`config.mk`:
```
export PLATFORM = sky130hd
export DESIGN_NAME = dma_word_seq
export DESIGN_NICKNAME = d
export VERILOG_FILES = /design/src/rtl/dma_seq_pkg.sv /design/src/rtl/dma_seq_regs.sv /design/src/rtl/dma_seq_ctrl.sv /design/src/rtl/dma_word_seq.sv
export SDC_FILE = /design/constraint.sdc
export NUM_CORES = 1
export LEC_CHECK = 0
export BUFFER_PORTS_ARGS = -buffer_cell sky130_fd_sc_hd__buf_2
export CAP_MARGIN = 20
export CORE_MARGIN = 2
export CORE_UTILIZATION = 53
export DETAILED_ROUTE_END_ITERATION = 6
export GPL_TIMING_DRIVEN = 0
export PLACE_DENSITY = 0.81
export SLEW_MARGIN = 25
export SYNTH_ARGS = -nofsm -noshare
export SYNTH_HDL_FRONTEND = slang
export SYNTH_SLANG_ARGS = --single-unit
export TNS_END_PERCENT = 1
```
`constraint.sdc`:
```
create_clock -name clk_i -period 3.7 [get_ports clk_i]
set_input_delay 0.555 -clock clk_i [delete_from_list [all_inputs] [get_ports clk_i]]
set_output_delay 0.555 -clock clk_i [all_outputs]
set_load 0.02 [all_outputs]
```
`src/rtl/dma_seq_pkg.sv`:
```
package dma_seq_pkg;
  localparam int DATA_W    = 16;
  localparam int ADDR_HI_W = 7;
  localparam int ADDR_LO_W = 15;
  localparam int ADDR_W    = ADDR_HI_W + ADDR_LO_W;

  typedef enum logic [1:0] {
    MODE_IDLE = 2'b00,
    MODE_LIN  = 2'b10,
    MODE_IMG  = 2'b11
  } mode_e;

  typedef enum logic [1:0] {
    REG_MODE  = 2'd0,
    REG_AHI   = 2'd1,
    REG_ALO   = 2'd2,
    REG_COUNT = 2'd3
  } reg_sel_e;
endpackage

```
`src/rtl/dma_seq_regs.sv`:
```
module dma_seq_regs
  import dma_seq_pkg::*;
#(
  parameter int CNT_W = 14
) (
  input  logic                clk_i,
  input  logic                rst_ni,
  input  logic                we_i,
  input  logic [1:0]          sel_i,
  input  logic [DATA_W-1:0]   wdata_i,
  input  logic                busy_i,
  output logic [ADDR_W-1:0]   start_addr_o,
  output logic [CNT_W-1:0]    count_o,
  output logic [DATA_W-1:0]   rdata_o
);
  logic [ADDR_HI_W-1:0] hi_q;
  logic [ADDR_LO_W-1:0] lo_q;
  logic [CNT_W-1:0]     cnt_q;

  always_ff @(posedge clk_i or negedge rst_ni) begin
    if (!rst_ni) begin
      hi_q  <= '0;
      lo_q  <= '0;
      cnt_q <= '0;
    end else if (we_i && !busy_i) begin
      case (sel_i)
        REG_AHI:   hi_q  <= wdata_i[ADDR_HI_W-1:0];
        REG_ALO:   lo_q  <= wdata_i[ADDR_LO_W:1];
        REG_COUNT: cnt_q <= wdata_i[CNT_W-1:0];
        default: ;
      endcase
    end
  end

  assign start_addr_o = {hi_q, lo_q};
  assign count_o      = cnt_q;

  always_comb begin
    case (sel_i)
      REG_AHI:   rdata_o = DATA_W'(hi_q);
      REG_ALO:   rdata_o = DATA_W'({lo_q, 1'b0});
      REG_COUNT: rdata_o = DATA_W'(cnt_q);
      default:   rdata_o = '0;
    endcase
  end

  a_r11_cfg_frozen: assert property (@(posedge clk_i) disable iff (!rst_ni)
    busy_i |=> ($stable(hi_q) && $stable(lo_q) && $stable(cnt_q)));
endmodule

```
`src/rtl/dma_seq_ctrl.sv`:
```
module dma_seq_ctrl
  import dma_seq_pkg::*;
#(
  parameter int CNT_W = 14,
  parameter int TOT_W = 20
) (
  input  logic              clk_i,
  input  logic              rst_ni,
  input  logic              start_i,
  input  logic              img_sel_i,
  input  logic [ADDR_W-1:0] start_addr_i,
  input  logic [CNT_W-1:0]  count_i,
  input  logic [TOT_W-1:0]  pix_total_i,
  output logic [1:0]        mode_o,
  output logic              bus_req_o,
  output logic [ADDR_W-1:0] bus_addr_o,
  input  logic              bus_ready_i,
  input  logic              in_valid_i,
  output logic              in_ready_o,
  output logic              img_we_o
);
  localparam int REM_W = (TOT_W > CNT_W) ? TOT_W : CNT_W;

  mode_e            mode_q;
  logic [REM_W-1:0] rem_q, drain_q;
  logic [ADDR_W-1:0] addr_q;
  logic [REM_W-1:0] cnt_ext, tot_ext;
  logic             lin_act, img_act, drain_act;

  assign cnt_ext = REM_W'(count_i);
  assign tot_ext = REM_W'(pix_total_i);

  assign lin_act   = (mode_q == MODE_LIN) && (rem_q != '0);
  assign img_act   = (mode_q == MODE_IMG) && (rem_q != '0);
  assign drain_act = (mode_q == MODE_IDLE) && (drain_q != '0);

  always_ff @(posedge clk_i or negedge rst_ni) begin
    if (!rst_ni) begin
      mode_q  <= MODE_IDLE;
      rem_q   <= '0;
      drain_q <= '0;
      addr_q  <= '0;
    end else if (start_i) begin
      mode_q  <= img_sel_i ? MODE_IMG : MODE_LIN;
      addr_q  <= start_addr_i;
      if (!img_sel_i)            rem_q <= cnt_ext;
      else if (cnt_ext == '0)    rem_q <= '0;
      else                       rem_q <= tot_ext;
      // surplus words to swallow once a short image ends
      drain_q <= (img_sel_i && cnt_ext > tot_ext) ? cnt_ext - tot_ext : '0;
    end else if (mode_q != MODE_IDLE) begin
      if (rem_q == '0) begin
        mode_q <= MODE_IDLE;
      end else if ((lin_act && bus_ready_i) || (img_act && in_valid_i)) begin
        rem_q <= rem_q - 1'b1;
        if (lin_act) addr_q <= addr_q + 1'b1;
        if (rem_q == REM_W'(1)) mode_q <= MODE_IDLE;
      end
    end else if (drain_act && in_valid_i) begin
      drain_q <= drain_q - 1'b1;
    end
  end

  assign mode_o     = mode_q;
  assign bus_req_o  = lin_act;
  assign bus_addr_o = addr_q;
  assign in_ready_o = img_act || drain_act;
  assign img_we_o   = img_act && in_valid_i;

  a_r4_busy_after_start: assert property (@(posedge clk_i) disable iff (!rst_ni)
    start_i |=> mode_o[1]);
  a_r5_addr_step: assert property (@(posedge clk_i) disable iff (!rst_ni)
    (bus_req_o && bus_ready_i) |=> (!bus_req_o || bus_addr_o == $past(bus_addr_o) + 1'b1));
  a_r5_addr_hold: assert property (@(posedge clk_i) disable iff (!rst_ni)
    (bus_req_o && !bus_ready_i && !start_i) |=> (bus_req_o && $stable(bus_addr_o)));
  a_r7_zero_ends: assert property (@(posedge clk_i) disable iff (!rst_ni)
    (mode_o[1] && rem_q == '0 && !start_i) |=> (mode_o == MODE_IDLE));
  a_r8_img_no_bus: assert property (@(posedge clk_i) disable iff (!rst_ni)
    (mode_o == MODE_IMG) |-> !bus_req_o);
  a_r9_idle_no_fwd: assert property (@(posedge clk_i) disable iff (!rst_ni)
    !mode_o[1] |-> !img_we_o);
endmodule

```
`src/rtl/dma_word_seq.sv`:
```
module dma_word_seq
  import dma_seq_pkg::*;
#(
  parameter int CNT_W = 14,
  parameter int DIM_W = 10
) (
  input  logic                clk_i,
  input  logic                rst_ni,
  input  logic                cpu_we_i,
  input  logic [1:0]          cpu_addr_i,
  input  logic [DATA_W-1:0]   cpu_wdata_i,
  output logic [DATA_W-1:0]   cpu_rdata_o,
  input  logic [DIM_W-1:0]    img_x_i,
  input  logic [DIM_W-1:0]    img_y_i,
  output logic                busy_o,
  output logic                bus_req_o,
  output logic [ADDR_W-1:0]   bus_addr_o,
  input  logic                bus_ready_i,
  input  logic                in_valid_i,
  input  logic [DATA_W-1:0]   in_data_i,
  output logic                in_ready_o,
  output logic                img_we_o,
  output logic [DATA_W-1:0]   img_data_o
);
  localparam int TOT_W = 2 * DIM_W;

  logic [ADDR_W-1:0] start_addr;
  logic [CNT_W-1:0]  count;
  logic [TOT_W-1:0]  pix_total;
  logic [DATA_W-1:0] reg_rdata;
  logic [1:0]        mode;
  logic              start;

  assign pix_total = TOT_W'(img_x_i) * TOT_W'(img_y_i);
  assign busy_o    = mode[1];
  assign start     = cpu_we_i && (cpu_addr_i == REG_MODE) && cpu_wdata_i[1] && !busy_o;

  dma_seq_regs #(.CNT_W(CNT_W)) u_regs (
    .clk_i        (clk_i),
    .rst_ni       (rst_ni),
    .we_i         (cpu_we_i),
    .sel_i        (cpu_addr_i),
    .wdata_i      (cpu_wdata_i),
    .busy_i       (busy_o),
    .start_addr_o (start_addr),
    .count_o      (count),
    .rdata_o      (reg_rdata)
  );

  dma_seq_ctrl #(.CNT_W(CNT_W), .TOT_W(TOT_W)) u_ctrl (
    .clk_i        (clk_i),
    .rst_ni       (rst_ni),
    .start_i      (start),
    .img_sel_i    (cpu_wdata_i[0]),
    .start_addr_i (start_addr),
    .count_i      (count),
    .pix_total_i  (pix_total),
    .mode_o       (mode),
    .bus_req_o    (bus_req_o),
    .bus_addr_o   (bus_addr_o),
    .bus_ready_i  (bus_ready_i),
    .in_valid_i   (in_valid_i),
    .in_ready_o   (in_ready_o),
    .img_we_o     (img_we_o)
  );

  assign img_data_o  = in_data_i;
  assign cpu_rdata_o = (cpu_addr_i == REG_MODE) ? DATA_W'(mode) : reg_rdata;

  a_r8_fwd_data: assert property (@(posedge clk_i) disable iff (!rst_ni)
    img_we_o |-> (in_valid_i && in_ready_o && img_data_o == in_data_i));
endmodule

```
==> impl_metrics.ini <==
[floorplan]
start_util_pct = 53.71
die_area_um2 = 19240
core_um2 = 17900
io_pins = 117
fp.dieW_um = 138.7
row_count = 49
dieHeight_um = 138.7

[run]
maxCapViolCount = 0

[detailed_routing]
drtIter0Drc = 689
firstDrtPassIters = 5
num_vias = 8190
wl_per_cell_um = 17.67
antenna_left = 0
drc_errors = 0
postRouteWirelength_mm = 24.72
viasPerCell = 5.854

[worst_hold_path]
hold_class = in -> async

[cells_and_area]
multi_input_area_um2 = 6867
final_core_util_pct = 63.15
syn_to_final_growth_pct = 17.58
fill_cells = 1455
n_antenna_cell = 0
register_area_um2 = 2502
final_nets = 1359
drive_gt1_share_pct = 23.59
design_area_um2 = 11310
layout.cells.non_filler = 1399

[clocking]
clk_latency_ps = 360
htreeDepth = 3
tritoncts = yes
cts_made_buffers = 9
cts.sinks = 100
path_clk_slew_ps = 70
cts-root-buf = clkbuf_16
clk_path_buf_depth = 2

[yosys]
syn_area_per_cell_um2 = 9.175
synth_top_area_share_pct = 26.02
ys.flop_type = dfrtp_1
ys_warn_count = 0
syn_inst = 1048
synth.most_common_cell = nand2_1
yosysUniqueCellTypes = 72
synth_area_leaders = dfrtp_1, fa_1, ha_1, mux2_2, and2_1
syn_nets = 1242
synth_common_cells = nand2_1, dfrtp_1, inv_1, ha_1, and2_1
syn-cell-area_um2 = 9615
ys_async_sr_fraction_pct = 100.0
yosysTopAreaCell = dfrtp_1
synth_edf_count = 0
synth.ff_latch_count = 100
yosysSeqAreaShare_pct = 26.02

[global_route]
antenna_found_initial = 0
grt_max_degree = 74
grt-ovfl-total = 0
grt_pass1_wl_mm = 41.82
grt_usage_pct = 26.42
grt_pass1_vias = 8446

[pwr]
vdd_drop_max_uv = 660.8
powerDensity_nw_per_um2 = 913.7
leakagePower_nw = 5.350

[worst_setup_path]
worst-setup-path-type = in -> reg
crit_fanout = 10
crit_required_ps = 3910
startpoint_type = input port
cp_data_arrival_time_ps = 6250
end_kind = flip-flop
rr_worst_depth = 6

[placed_design]
dp_hpwl_mm = 18.85
port-buffer-count = 91
placed_cells = 1369
placed_area_um2 = 10640
gp_congestion = 0.9378

[sta]
max_freq_mhz = 165.8
relSlewSlack_pct = 47.37
tightest_slew_ps = 789.4
drv_slew = 0
hold_viol_final = 0
fin_ws_ps = -2333
finalSetupViolCount = 31
post-route-period-util_pct = 163.1
worst_clock_skew_ps = 11.93
rsz0062_at_grt = true
min_period_ps = 6033

[outcome]
violations = negative setup slack
outcome = finished, violations left
-- cells by family after synthesis --
| family | count (synthesis) | synth area share (%) |
|---|---|---|
| muxes | 54 | 6.311 |
| buffers and inverters | 134 | 5.908 |
| adders and majority gates | 137 | 22.69 |
| DFF | 100 | 26.02 |
| and+or+nand+nor | 370 | 19.87 |
| AOI/OAI and AO/OA | 185 | 13.00 |
| xor gates and xnor gates | 68 | 6.194 |
-- flip-flops by register name, summed over array words and instances, names as in the netlist --
| register | cells |
|---|---|
| u_ctrl.bus_addr_o | 22 |
| u_regs.hi_q | 7 |
| u_ctrl.rem_q | 20 |
| u_regs.count_o | 14 |
| u_ctrl.mode_o | 2 |
| u_regs.lo_q | 15 |
| u_ctrl.drain_q | 20 |
-- where the power goes --
group          internal [mW]  switching [mW]
clock                  0.584           0.434
sequential              1.50           0.504
combinational           3.30            4.02
total                   5.38            4.95
-- area by class of cell --
type	instances	share of cell area [%]
Buffer	50	3.431
Timing Repair Buffer	106	5.556
Clock buffer	12	2.357
Multi-Input combinational cell	814	60.74
Tap cell	229	2.534
Sequential cell	100	22.13
Inverter	84	2.789
Clock inverter	4	0.4648
-- layer usage --
layer	vias up	global-route usage [%]	wire, µm
met3	54	3.453	1607
met4	0	9.835	730
met5	-	0	0
met1	3984	35.08	10430
met2	333	44.61	11950
li1	3819	-	-
-- critical path, stage by stage --
cell       delay [ps]
clkbuf_16         140
nand2_4            50
fa_1              530
inv_1              50
fa_1              440
ha_1              290
fa_1              500
inv_1              50
fa_1              510
inv_2              50
ha_4              290
nand3_2            60
o211ai_1          230
nor2_1            100
o21bai_1          130
a21oi_1            90
xor2_1            240
ha_2              360
a21oi_1           170
o21ai_2           100
nor3_2            190
a21oi_2           100
maj3_2            340
a21oi_2           180
nand4b_1          150
buf_6             150
buf_8             140
o22ai_1            70
-- timing repair --
item	4_1_cts	5_1_grt
setup buffers	12	2
endpoints found under the setup margin	32	32
gates resized for setup	45	17
pin swaps	26	10
hold buffers	0	0
-- metrics by stage --
stage	total power, mW	setup slack, ps	hold slack [ps]	TNS (ps)
6_report	10.33	-2333	54.05	-52060
2_1_floorplan	6.709	-2228	259.4	-50700
3_3_place_gp	8.174	-3030	487.2	-70100
3_5_place_dp	8.318	-3088	445.7	-71670
4_1_cts	9.937	-2214	62.34	-49300
5_1_grt	11.14	-2566	73.27	-58870
-- cell usage in the layout (no fill, tap or decap), types with 11 or more instances in the layout --
master	instances
or3_1	11
nor3_1	18
o21ai_0	43
inv_1	80
buf_2	84
clkbuf_16	13
mux2_2	43
xor2_1	34
clkbuf_1	19
nor2_1	65
a21oi_1	21
a21o_1	11
ha_1	59
nand2_1	96
buf_4	36
o22ai_1	19
fa_1	60
dfrtp_1	100
o21ai_1	11
nand3_1	18
and2_1	66
xnor2_1	29
nor2b_1	16
-- final timing paths --
| kind | from | endpoint | slack [ps] |
|---|---|---|---|
| max reg2reg | u_ctrl.mode_o[1]$_DFFE_PN0P_ | u_ctrl.drain_q[8]$_DFFE_PN0P_ | 630 |
| min reg2reg | u_regs.lo_q[8]$_DFFE_PN0P_ | u_ctrl.bus_addr_o[8]$_DFFE_PN0P_ | 520 |
| max | img_y_i[3] | u_ctrl.drain_q[6]$_DFFE_PN0P_ | -2330 |
| max in group asynchronous | rst_ni | u_ctrl.rem_q[5]$_DFFE_PN0P_ | 2990 |
| min in group clk_i | cpu_wdata_i[14] | u_regs.lo_q[13]$_DFFE_PN0P_ | 430 |
| min | rst_ni | u_ctrl.bus_addr_o[15]$_DFFE_PN0P_ | 50 |
No activity file was read; power rests on OpenSTA's default activity.
